[src/rtl/trc_pkg.sv]
package trc_pkg;
  typedef enum logic {
    EV_OPERAND = 1'b0,
    EV_BRANCH  = 1'b1
  } ev_kind_e;

  typedef enum logic [1:0] {
    SZ_BYTE = 2'b00,
    SZ_WORD = 2'b01,
    SZ_LONG = 2'b10,
    SZ_RSVD = 2'b11
  } op_size_e;
endpackage

[src/rtl/trc_len_decode.sv]
module trc_len_decode #(
  parameter int DATA_W = 32,
  parameter int NIB_W  = 4,
  parameter int CNT_W  = 4
) (
  input  logic             kind,
  input  logic             write,
  input  logic [1:0]       size,
  input  logic [1:0]       cap_mode,
  input  logic [1:0]       tgt_mode,
  output logic [CNT_W-1:0] len
);
  import trc_pkg::*;

  localparam int NIBS_PER_BYTE = 8 / NIB_W;
  localparam int NIBS_MAX      = DATA_W / NIB_W;
  localparam logic [CNT_W-1:0] L_BYTE  = CNT_W'(NIBS_PER_BYTE);
  localparam logic [CNT_W-1:0] L_WORD  = CNT_W'(2 * NIBS_PER_BYTE);
  localparam logic [CNT_W-1:0] L_TGT3  = CNT_W'(3 * NIBS_PER_BYTE);
  localparam logic [CNT_W-1:0] L_FULL  = CNT_W'(NIBS_MAX);

  logic captured;

  // Direction filter: bit 0 enables writes, bit 1 enables reads.
  always_comb begin
    captured = write ? cap_mode[0] : cap_mode[1];
  end

  always_comb begin
    len = '0;
    if (ev_kind_e'(kind) == EV_BRANCH) begin
      unique case (tgt_mode)
        2'b01:   len = L_WORD;
        2'b10:   len = L_TGT3;
        2'b11:   len = L_FULL;
        default: len = '0;
      endcase
    end else if (captured) begin
      unique case (op_size_e'(size))
        SZ_BYTE: len = L_BYTE;
        SZ_WORD: len = L_WORD;
        default: len = L_FULL;
      endcase
    end
  end
endmodule

[src/rtl/trc_nibble_shifter.sv]
module trc_nibble_shifter #(
  parameter int DATA_W = 32,
  parameter int NIB_W  = 4,
  parameter int CNT_W  = 4
) (
  input  logic              clk,
  input  logic              rst,
  input  logic              load,
  input  logic [DATA_W-1:0] load_data,
  input  logic [CNT_W-1:0]  load_len,
  output logic              out_valid,
  output logic [NIB_W-1:0]  out_nibble,
  output logic              busy
);
  logic [DATA_W-1:0] shreg;
  logic [CNT_W-1:0]  remain;

  always_ff @(posedge clk) begin
    if (rst) begin
      shreg  <= '0;
      remain <= '0;
    end else if (load) begin
      shreg  <= load_data;
      remain <= load_len;
    end else if (remain != '0) begin
      shreg  <= shreg >> NIB_W;
      remain <= remain - 1'b1;
    end
  end

  always_comb begin
    busy       = (remain != '0);
    out_valid  = busy;
    out_nibble = busy ? shreg[NIB_W-1:0] : '0;
  end
endmodule

[src/rtl/trace_nibble_serializer.sv]
module trace_nibble_serializer #(
  parameter int DATA_W = 32,
  parameter int NIB_W  = 4
) (
  input  logic              clk,
  input  logic              rst,
  input  logic [1:0]        capture_mode,
  input  logic [1:0]        target_mode,
  input  logic              ev_valid,
  output logic              ev_ready,
  input  logic              ev_kind,
  input  logic              ev_write,
  input  logic [1:0]        ev_size,
  input  logic [DATA_W-1:0] ev_data,
  output logic              trc_valid,
  output logic [NIB_W-1:0]  trc_nibble
);
  localparam int NIBS  = DATA_W / NIB_W;
  localparam int CNT_W = $clog2(NIBS + 1);

  logic [CNT_W-1:0] ev_len;
  logic             accept;
  logic             busy;

  trc_len_decode #(.DATA_W(DATA_W), .NIB_W(NIB_W), .CNT_W(CNT_W)) u_dec (
    .kind     (ev_kind),
    .write    (ev_write),
    .size     (ev_size),
    .cap_mode (capture_mode),
    .tgt_mode (target_mode),
    .len      (ev_len)
  );

  always_comb begin
    ev_ready = !busy;
    accept   = ev_valid && ev_ready;
  end

  trc_nibble_shifter #(.DATA_W(DATA_W), .NIB_W(NIB_W), .CNT_W(CNT_W)) u_shf (
    .clk        (clk),
    .rst        (rst),
    .load       (accept),
    .load_data  (ev_data),
    .load_len   (ev_len),
    .out_valid  (trc_valid),
    .out_nibble (trc_nibble),
    .busy       (busy)
  );
endmodule

[config.mk]
export PLATFORM = sky130hd
export DESIGN_NAME = trace_nibble_serializer
export DESIGN_NICKNAME = d
export VERILOG_FILES = /design/src/rtl/trc_pkg.sv /design/src/rtl/trc_len_decode.sv /design/src/rtl/trc_nibble_shifter.sv /design/src/rtl/trace_nibble_serializer.sv
export SDC_FILE = /design/constraint.sdc
export NUM_CORES = 1
export LEC_CHECK = 0
export BUFFER_PORTS_ARGS = -buffer_cell sky130_fd_sc_hd__buf_4
export CAP_MARGIN = 20
export CORE_ASPECT_RATIO = 1.75
export CORE_MARGIN = 1.5
export CORE_UTILIZATION = 54
export CTS_BUF_LIST = sky130_fd_sc_hd__clkbuf_8
export CTS_CLUSTER_SIZE = 40
export DETAILED_ROUTE_END_ITERATION = 8
export PLACE_DENSITY = 0.83
export SYNTH_ARGS = -nofsm -noshare
export SYNTH_HDL_FRONTEND = slang
export SYNTH_SLANG_ARGS = --single-unit
[constraint.sdc]
create_clock -name clk -period 1.8 [get_ports clk]
set_input_delay 0.36 -clock clk [delete_from_list [all_inputs] [get_ports clk]]
set_output_delay 0.36 -clock clk [all_outputs]
set_load 0.02 [all_outputs]
==> results_dict.tcl <==
set metrics [dict create \
    run_status "finished with violations" \
    violations "negative setup slack" \
    placementRows 28 \
    worst_slew_margin_rel 0.6370 \
    achievable-frequency_ghz 0.5321 \
    cts_hold_bufs 0 \
    layout.cells.most_common "sky130_fd_sc_hd__buf_4" \
    route.detailed.vias_per_inst 5.387 \
    cp_num_buf_inv 2 \
    buffer_ports.inserted 48 \
    timing_max_transition_violations_final 0 \
    cpLargestDelayFamily "simple AND/OR/NAND/NOR gates" \
    ir_worst_vdd_uv 1103 \
    synth_compound_area_frac 0.2249 \
    most_frequently_used_flop_master_after_synthesis "sky130_fd_sc_hd__dfxtp_1" \
    timing_worst_setup_path_type "register to output pin" \
    synth.area.top_cells "sky130_fd_sc_hd__dfxtp_1 38%, sky130_fd_sc_hd__a211oi_2 19%, sky130_fd_sc_hd__mux2i_1 18%" \
    power.density_cell_area_mw_per_mm2 1773 \
    layout.cells.most_common_list "49 x sky130_fd_sc_hd__buf_4, 35 x sky130_fd_sc_hd__dfxtp_1, 33 x sky130_fd_sc_hd__mux2i_1" \
    endpoint_worst_hold "u_shf.shreg[30]" \
    path_max_fanout 6 \
    tightest_slew_ns 0.5445 \
    multi_input_comb_area_mm2 0.001037 \
    drive_gt1_frac 0.4573 \
    cts_tree "built" \
    worst-r2r-cell-count 7 \
    area.sequential_um2 721.9 \
    synth.largest_area_cell "sky130_fd_sc_hd__dfxtp_1" \
    worst_ep_required_time_ns 1.44 \
    floorplan.die.height_um 81.07 \
    timing.critical_path.cells "inv_2, ha_4, or3b_4, and2_4, buf_6" \
    worst_setup_path_start_kind "register" \
    setup_viol 5 \
    syn_nets 228 \
    crit-reg2reg-launch "u_shf.remain[0]" \
    finish.instance_area_mm2 0.002454 \
    htree_levels 2 \
    ys_ff_latch 36 \
    instances_no_fill 279 \
    routabilityCongestion 0.8610 \
    hold_path_class "primary input to register" \
    timing.reg2reg.setup_slack_ns 0.01 \
    antenna-diode-count 0 \
    total_track_usage 0.2369 \
    timing.critical_path.slowest_cell_delay_ns 0.43 \
    grt_setup_unrepaired "yes" \
    synth_enable_flop_cells 0 \
    cell_depth_of_the_worst_min_delay_path 3 \
    grt_first_pass_wirelength_um 6479 \
    via_count 1503 \
    layout_min_cycle_time_ns 1.879 \
    critical_path.endpoint_type "output pin" \
    detail_route.wirelength_um 4072 \
    cts.sinks 36 \
    grt_antenna_before_repair 0 \
    die_w_um 47.61 \
    grt_overflow 0 \
    seq_total_area_yosys 0.3832 \
    hold_path_startpoint "ev_data[30]" \
    place.detailed.instances 266 \
    timing.clock.skew_ns 0.001590 \
    detail_route.wl_per_cell_um 14.59 \
    cap_violations 0 \
    setup_slack_ns -0.07925 \
    share_of_synthesized_area_spent_on_multiplexers 0.1756 \
    floorplan.initialDensity 0.5592 \
    netlist.area_leader.share 0.3832 \
    antenna_left 0 \
    yosys_warnings 0 \
    drt_drc_violations_left 0 \
    async_flop_share 0 \
    dpl-instance-area_mm2 0.002267 \
    netlist_area_mm2 0.001881 \
    simple_gate_portion_of_the_synthesized_area 0.1178 \
    syn_to_final_growth_pct 30.47 \
    first_global_vias 1502 \
    timing_hold_violations_final 0 \
    synthDistinctLibCells 26 \
    root_buffer "sky130_fd_sc_hd__clkbuf_8" \
    io-pin-count 49 \
    crit_slowest_cell "sky130_fd_sc_hd__or3b_4" \
    cellLeakagePower_nw 1.059 \
    cts.clk_slew.worst_paths_ns 0.07 \
    drt_pass1_iterations 4 \
    clock_latency_ns 0.28 \
    syn-mean-instance-area_um2 10.33 \
    cts-buffers-inserted 5 \
    final.fill_count 275 \
    combinational_family_with_the_most_area_after_synthesis "compound AO/OA/AOI/OAI gates" \
    cp.arrival_ns 1.52 \
    layout_worst_path_cycle_share 1.044 \
    core_area_mm2 0.003363 \
    place_hpwl_um 2893 \
    holdWs_ns 0.3721 \
    detail_route.iter0.violations 24 \
    syn-instance-count 182 \
    clock_tree.buffer_depth 2 \
    fin_nets 279 \
    floorplan_die_area_mm2 0.003860 \
    adder_and_majority_gate_portion_of_the_synthesized_area 0.01996 \
    grt_start_max_net_pins 37 \
    timing.rr.end "u_shf.remain[3]" \
    yosys.area_share.xor_xnor 0 \
    final_core_util 0.7295 \
]
[what timing repair did]
item | 4_1_cts | 5_1_grt
gates resized for setup | 16 | 2
pin swaps | 5 | 0
setup buffers | 4 | 1
hold endpoints to repair | 0 | 0
setup endpoints to repair | 6 | 21
[how the worst max path moves through the flow]
stage	from	endpoint	depth (start not counted)
after detailed placement	u_shf.remain[0]	u_shf.shreg[8]	7
after CTS	u_shf.remain[1]	trc_nibble[0]	5
after global placement	u_shf.remain[0]	ev_ready	5
after floorplan	u_shf.remain[0]	trc_nibble[0]	6
after global routing	u_shf.remain[1]	trc_nibble[0]	5
final	u_shf.remain[0]	trc_nibble[0]	5
[cells by family (layout without fill, tap and decap cells)]
| kind of cell | Yosys count | in the layout |
|---|---|---|
| multiplexers | 33 | 33 |
| flip-flops | 36 | 36 |
| AND/OR/NAND/NOR | 50 | 50 |
| buffers and inverters | 22 | 74 |
| AO/OA/AOI/OAI | 38 | 38 |
| adder cells (fa/ha/maj) | 3 | 3 |
[per-stage QoR]
step	setup TNS (ns)	power (mW)	setup WS [ns]
3_5_place_dp	0	3.480	0.05199
6_report	-0.3410	4.350	-0.07925
2_1_floorplan	-0.06538	3.037	-0.01634
3_3_place_gp	0	3.403	0.07515
5_1_grt	-0.5960	4.681	-0.1203
4_1_cts	-0.3097	4.318	-0.07209
[where the power goes]
part / leakage (nW) / internal [mW] / switching (mW)
Clock: 0.0510 / 0.305 / 0.277
Combinational: 0.710 / 1.18 / 1.24
Sequential: 0.297 / 1.16 / 0.192
Total: 1.06 / 2.64 / 1.71
[synth_stat cells, drive strengths merged, types with 2 or more instances]
library cell	n
inv	5
ha	3
nor2	31
nand3	2
a2111oi	2
and2	4
clkbuf	3
nor3	8
nand2	2
mux2i	33
a211oi	28
dfxtp	36
a21oi	4
buf	13
[state kept, by name, summed over array words and instances, names as in the netlist]
name / flops
u_shf.remain: 4
u_shf.shreg: 32
[routing by layer]
layer / share of wire / global-route usage / vias to the layer above
li1: - / - / 752
met1: 0.38 / 0.2448 / 705
met2: 0.56 / 0.4270 / 38
met3: 0.041 / 0.05333 / 8
met4: 0.021 / 0.1027 / 0
met5: 0 / 0 / -
[area by class of cell]
| class | count | share of cell area |
|---|---|---|
| inverter | 6 | 0.01122 |
| clock buffer | 6 | 0.03366 |
| sequential | 36 | 0.2942 |
| tap | 45 | 0.02295 |
| multi-input combinational | 124 | 0.4227 |
| clock inverter | 2 | 0.004080 |
| timing repair buffer | 60 | 0.2111 |
[worst min-delay path: stages]
cell,delay (ns)
sky130_fd_sc_hd__buf_4,0.08
sky130_fd_sc_hd__mux2i_1,0.05
sky130_fd_sc_hd__nor3_1,0.11
Note: power is estimated with default switching activity, not from simulation.
